### src/rtl/wake_watchdog_timer.sv
module wake_watchdog_timer #(
  parameter int CFG_W  = 6,
  parameter int GUARD  = 2,
  parameter int WAKE_W = 2,
  parameter int RST_W  = 2
) (
  input  logic             clk,
  input  logic             por_n,
  input  logic             tick,
  input  logic             done_i,
  input  logic             mrst_i,
  input  logic [CFG_W-1:0] cfg_i,
  output logic             wake_o,
  output logic             rst_n_o
);
  localparam int CW    = CFG_W + 4;
  localparam int MIN_P = GUARD + WAKE_W;

  typedef enum logic [1:0] {CAP, RSTP, RUN} phase_t;

  phase_t        phase;
  logic [CW-1:0] cnt, per;
  logic          ack, woke, mr_held, dn_q;
  logic [1:0]    dn_sy, mr_sy;

  wire [CW-1:0] cfg_w   = CW'(cfg_i);
  wire [CW-1:0] per_new = (cfg_w < CW'(MIN_P)) ? CW'(MIN_P) : cfg_w;
  wire running  = (phase == RUN);
  wire captured = (phase != CAP);
  wire last     = (cnt == per - CW'(1));
  wire in_win   = running && (cnt < per - CW'(GUARD));
  wire dn_rise  = dn_sy[1] & ~dn_q;
  wire mr_ok    = mr_sy[1] & mr_held;

  assign rst_n_o = running;
  assign wake_o  = running && woke && (cnt < CW'(WAKE_W));

  always_ff @(posedge clk or negedge por_n) begin
    if (!por_n) begin
      dn_sy   <= '0;
      mr_sy   <= '0;
      dn_q    <= 1'b0;
      mr_held <= 1'b0;
    end else begin
      dn_sy <= {dn_sy[0], done_i};
      mr_sy <= {mr_sy[0], mrst_i};
      dn_q  <= dn_sy[1];
      if (tick) mr_held <= mr_sy[1];
    end
  end

  always_ff @(posedge clk or negedge por_n) begin
    if (!por_n) begin
      phase <= CAP;
      cnt   <= '0;
      per   <= CW'(MIN_P);
      ack   <= 1'b0;
      woke  <= 1'b0;
    end else begin
      if (dn_rise && in_win) ack <= 1'b1;
      if (tick) begin
        case (phase)
          CAP: begin
            per   <= per_new;
            phase <= RUN;
            cnt   <= '0;
            ack   <= 1'b0;
            woke  <= 1'b0;
          end
          RSTP: begin
            if (cnt == CW'(RST_W - 1)) begin
              phase <= RUN;
              cnt   <= '0;
              woke  <= 1'b0;
            end else begin
              cnt <= cnt + CW'(1);
            end
          end
          default: begin
            if (mr_ok) begin
              phase <= RSTP;
              cnt   <= '0;
              ack   <= 1'b0;
              woke  <= 1'b0;
            end else if (last) begin
              cnt <= '0;
              ack <= 1'b0;
              if (ack) begin
                woke <= 1'b1;
              end else begin
                phase <= RSTP;
                woke  <= 1'b0;
              end
            end else begin
              cnt <= cnt + CW'(1);
            end
          end
        endcase
      end
    end
  end
endmodule


### config.mk
export PLATFORM = sky130hd
export DESIGN_NAME = wake_watchdog_timer
export DESIGN_NICKNAME = d
export VERILOG_FILES = /design/src/rtl/wake_watchdog_timer.sv
export SDC_FILE = /design/constraint.sdc
export NUM_CORES = 1
export LEC_CHECK = 0
export BUFFER_PORTS_ARGS = -buffer_cell sky130_fd_sc_hd__buf_2
export CELL_PAD_IN_SITES_DETAIL_PLACEMENT = 2
export CELL_PAD_IN_SITES_GLOBAL_PLACEMENT = 2
export CORE_ASPECT_RATIO = 1.5
export CORE_MARGIN = 5
export CORE_UTILIZATION = 39
export CTS_BUF_LIST = sky130_fd_sc_hd__clkbuf_8
export CTS_CLUSTER_SIZE = 25
export DETAILED_ROUTE_END_ITERATION = 6
export PLACE_DENSITY = 0.87
export SETUP_SLACK_MARGIN = 0.15
export SLEW_MARGIN = 0
export SYNTH_ARGS = -nofsm -noshare
export SYNTH_HDL_FRONTEND = slang
export SYNTH_SLANG_ARGS = --single-unit
### constraint.sdc
create_clock -name clk -period 3.2 [get_ports clk]
set_input_delay 0.16 -clock clk [delete_from_list [all_inputs] [get_ports clk]]
set_output_delay 0.16 -clock clk [all_outputs]
set_load 0.1 [all_outputs]
* Word level (Yosys, flattened, before mapping) *
Index checks and enable logic that the tools add are counted.

storage, ports and cells
  flip-flop bits (word level) = 30
  input port bits = 11
  output and inout bits = 2
  word-level logic and storage cells = 53

cells by class
  add/sub/neg operators = 3
  magnitude comparators = 3
  equality and inequality tests = 6
  muxes and demuxes = 20
  bitwise logic cells = 3
  reduce and logical (&&, ||, !) cells = 9

operator list
  operator                                                                 count
  10-bit two-way mux                                                       3
  10-bit one-hot mux with 2 select lines                                   1
  10-bit by 1-bit adder with 10-bit output, second input constant          1
  10-bit by 1-bit == test with 1-bit output, second input constant         1
  10-bit == test                                                           1
  10-bit < comparator                                                      1
  10-bit by 2-bit < comparator with 1-bit output, second input constant    1
  10-bit by 1-bit subtractor with 10-bit output, second input constant     1
  10-bit by 2-bit subtractor with 10-bit output, second input constant     1
  1-bit two-way mux                                                        8
  2-bit two-way mux                                                        4
  6-bit by 3-bit < comparator with 1-bit output, second input constant     1
  6-bit two-way mux                                                        1
  1-bit logical AND                                                        4
  4-bit by 1-bit inequality test with 1-bit output, second input constant  1
  1-bit one-hot mux with 2 select lines                                    2
  2-bit one-hot mux with 2 select lines                                    1
  4-bit AND reduction                                                      1
  4-bit nonzero test                                                       1
  3-bit AND reduction                                                      1
  1-bit bitwise AND                                                        2
  2-bit by 1-bit == test with 1-bit output, second input constant          1
  2-bit == test, second input constant                                     1
  2-bit zero test                                                          1
  other kinds (3)                                                          3

* Logic depth before layout (Yosys ltp) *
  depth after elaboration = 9
  gate-level depth with buffers = 11
  depth with buffers taken out = 11

* Least setup slack after synthesis *
OpenSTA, ideal clock, no wires.

  path type = register -> output
  start point = reg phase[1]
  end point = out wake_o
  arrival time = 2.751 ns
  required time = 3.040 ns
  path slack = 0.289 ns
  cell stages (with the launch flop) = 4
  path buffers = 0
  path through = dfrtp_1 > inv_1 > nor2_1 > and4_1

on the way
  longest elaborated chain between the ends = 3

RTL lines
  item                             RTL line  source
  start: declaration               21        phase_t phase;
  start signal: assignment         54        phase <= CAP;
  start signal: assignment         65        phase <= RUN;
  start signal: assignment         72        phase <= RUN;
  2-bit == test                    28        wire running = (phase == RUN);
  net rst_n_o                      14        output logic rst_n_o
  1-bit logical AND (2 in series)  36        assign wake_o = running && woke && (cnt < CW'(WAKE_W));
  end: declaration                 13        output logic wake_o,

The timed path passes the listed nets, and every way through them passes these cells.

* Worst setup path in the final report *
  start point = reg per[1]
  end point = reg cnt[0]

on the way
  longest elaborated chain between the ends = 5

RTL lines
  item                                           RTL line  source
  start: declaration                             22        logic [CW-1:0] cnt, per;
  start signal: assignment                       56        per <= CW'(MIN_P);
  start signal: assignment                       64        per <= per_new;
  10-bit by 1-bit subtractor with 10-bit output  30        wire last = (cnt == per - CW'(1));
  10-bit == test                                 30
  10-bit two-way mux                             85        end else if (last) begin
  10-bit two-way mux                             80        if (mr_ok) begin
  10-bit one-hot mux with 2 select lines         62        case (phase)
  end signal: assignment                         76        cnt <= cnt + CW'(1);
  end signal: assignment                         95        cnt <= cnt + CW'(1);
  end: declaration                               22

No other way between the ends.
A chain may end at the register's enable or synchronous reset.

==> Implementation_results.wiki <==
{| class="wikitable"
! Metric !! Value
|-
| TritonCTS clock tree || built
|-
| Cells traversed along the worst timing path || inv_1 > ha_1 > nor3b_2 > ha_1 > inv_1 > a31oi_1 > xor2_1 > or4b_4 > a21boi_0 > o21ai_0
|-
| Worst stage delay on the critical path || just under 0.6 ns
|-
| Wire length per cell || ~21 um
|-
| Number of synthesized flops with an enable pin || 0
|-
| Pre-CTS worst setup slack || 0.280 ns
|-
| Area of all sequential standard cells || 652 um^2
|-
| Number of DRC violations after detailed routing || 0
|-
| Sinks on the clock net || 26
|-
| Core outline area || 4210 um^2
|-
| Total of fill cells in the finished design || ~460
|-
| Worst Clk Skew || ~0.0018 ns
|-
| Logic depth of the worst register-to-register path || 10
|-
| Worst hold path type || in -> reg
|-
| Max Slew Vio Count || 0
|-
| Fraction of registers with async set/reset || 100%
|-
| Placer congestion estimate || 0.904
|-
| Max-cap violations || 0
|-
| Final cycle utilization of the critical path || ~88%
|-
| First-pass GRT wire length || ~8.5 mm
|-
| DR vias/cell || around 5.9
|-
| Critical Path Slowest Stage Cell || or4b_4
|-
| RSZ-0062 raised after global routing || no
|-
| Vert. Die Dim || slightly above 90 um
|-
| Count of cells along the worst hold path || 3
|-
| Worst skew pair latency || ~0.27 ns
|-
| CP endpoint kind || flip-flop
|-
| GR Util All Layers || approximately 19%
|-
| Detailed Place HPWL || ~4 mm
|-
| Residual antenna-violating net count after detailed routing || 0
|-
| Warnings, synthesis || 0
|-
| Critical path data required time || roughly 3.4 ns
|-
| Root Buffer Master || clkbuf_8
|-
| Count of mapped cells out of synthesis || roughly 180
|-
| Family with the most delay on the worst path || simple AND/OR/NAND/NOR gates
|-
| Antenna violations before repair || 0
|-
| Number of core rows || 29
|-
| Via count of the first global-routing pass || 1,669
|-
| Highest attainable clock frequency || 357 MHz
|-
| Maximum number of pins on one net before global-route repair || 27
|-
| Aggregate global routing overflow || 0
|-
| Sequential share of the synthesized area || ~39%
|-
| Synth Net Count || 207
|-
| Power per cell area || between 800 and 900 nW/um^2
|-
| Number of endpoints failing setup at the final stage || 0
|-
| Ratio of cells with drive above 1 in the final layout || 12.3%
|-
| Post-synthesis to final-layout area growth || 11.5%
|-
| Total Nets Final || 222
|-
| Multi-input gate area in the final layout || 983 um^2
|-
| Crit Path Max Fanout || 5
|-
| I/O pin total || 13
|-
| Combined area of all synthesized cells || roughly 1700 um^2
|-
| H-tree level count || 1
|-
| Cell depth of the worst setup path || 10
|-
| Most common library cell in the layout ignoring fill and taps || dfrtp_1
|-
| Port Buffers || 12
|-
| Post-CTS Repair Setup Buffers || 0
|-
| Initial core utilization || 40.1%
|-
| Worst Setup Slack, final || 0.399 ns
|-
| Shortest clock period the worst path allows after layout || around 2.8 ns
|-
| Startpoint class of the critical path || flip-flop
|-
| Critical path buffer and inverter count || 2
|-
| Number of detailed-routing iterations run before antenna repair || 4
|-
| Num CTS Buffers || 3
|-
| Final-report hold violation count || 0
|-
| Overall die area || 5770 um^2
|-
| Pleak || approximately 0.86 nW
|-
| Worst vdd rail ir drop || 0.000577 V
|-
| Post-CTS clock slew at the launch and capture registers of the worst setup and hold paths || 0.10 ns
|-
| Die X || ~64 um
|-
| Outcome || finished, final reports clean
|-
| Buffer depth of the longest clock path || 2
|-
| Flops & latches, synth || 26
|-
| DR iter-0 viols || 87
|-
| Total wire length || 5.07 mm
|-
| Slew at the pin closest to its max-slew limit || 0.628 ns
|-
| Avg Synthesized Cell Area || around 9.3 um^2
|-
| Setup tns final || 0 ns
|-
| Kind of critical path || reg -> reg
|-
| Cell variety after synth || 45
|-
| Commonest register cell after synthesis || dfrtp_1
|-
| Overall via count from detail_route || 1,432
|-
| Antenna fix cells || 0
|-
| Headroom to the max-slew limit || about three fifths
|-
| Data arrival time of the critical path || between 2 and 3 ns
|-
| Highest-count cells in the layout ignoring fill and taps || dfrtp_1, nand2_1, nor2_1, ha_1
|}
[power breakdown]
part,leakage [nW],switching (mW),internal (mW),total (mW)
clock,0.0288,0.113,0.110,0.223
combinational,0.511,0.517,0.327,0.844
sequential,0.325,0.158,0.415,0.573
[routing by layer]
layer  global-route usage, %  routed length, um
met1                    21.5               2050
met2                    34.4               2800
met3                    2.62                101
met4                    5.37                120
met5                       0                  0
[registers in the layout, indices dropped and copies added (netlist names)]
register  flops
phase         2
dn_q          1
cnt          10
dn_sy         2
ack           1
woke          1
per           6
mr_sy         2
mr_held       1
[path summary, 6_finish.rpt]
path | startpoint | end | slack, ns
setup / recovery | per[1] | cnt[0] | 0.40
hold / removal | cfg_i[2] | per[2] | 0.10
setup reg to reg | per[1] | cnt[0] | 0.40
hold reg to reg | mr_sy[0] | mr_sy[1] | 0.37
max in group asynchronous | por_n | cnt[5] | 2.35
min in group asynchronous | por_n | ack | 0.44
[repair_timing]
action | in CTS | in global routing
setup endpoints to repair | 0 | 10
endpoints found under the hold margin | 27 | 0
gates resized for setup | 0 | 2
hold buffers | 3 | 0
[through the flow]
step / cell area, um^2 / total power, mW / hold slack, ns / util [%] / cells
2_1_floorplan: 1690 / 1.17 / -0.136 / - / 181
3_3_place_gp: 1790 / 1.34 / 0.179 / 42.4 / 234
3_5_place_dp: 1790 / 1.40 / 0.215 / 42.4 / 234
4_1_cts: 1870 / 1.64 / 0.105 / 44.4 / 241
5_1_grt: 1880 / 1.78 / 0.0984 / 44.7 / 241
6_report: 1880 / 1.64 / 0.101 / 44.7 / 241
[cell families after synthesis]
logic type	count (synthesis)	share of synthesized area, %
AND/OR/NAND/NOR	73	24.4
AO/OA/AOI/OAI	32	12.4
flip-flops	26	38.6
buffers and inverters	17	3.93
XOR/XNOR	16	8.30
adder cells (fa/ha/maj)	15	11.1
multiplexers	2	1.26
[synthesized netlist by cell type, types with 3 or more instances]
cell / instances / area (um^2)
a21oi_1: 5 / 25.0
a31oi_1: 4 / 25.0
and2_1: 3 / 18.8
and4_1: 3 / 26.3
clkbuf_1: 3 / 11.3
dfrtp_1: 25 / 626
ha_1: 15 / 188
inv_1: 12 / 45.0
nand2_1: 20 / 75.1
nand3_1: 4 / 20.0
nand4_1: 5 / 31.3
nor2_1: 15 / 56.3
nor2b_1: 4 / 25.0
o211ai_1: 3 / 22.5
o21ai_0: 6 / 30.0
o22ai_1: 4 / 25.0
xnor2_1: 6 / 52.6
xor2_1: 10 / 87.6
[area by class of cell]
cell class | count | area share, %
timing repair buffer | 15 | 4.78
tap | 46 | 3.06
clock buffer | 4 | 2.92
multi-input combinational | 138 | 52.2
sequential | 26 | 34.6
inverter | 12 | 2.39
[worst min-delay path, cell delays in order]
cell and delay (ns):
buf_2 0.11, inv_1 0.05, a22oi_1 0.06
Power figures use the tool's default switching activity.
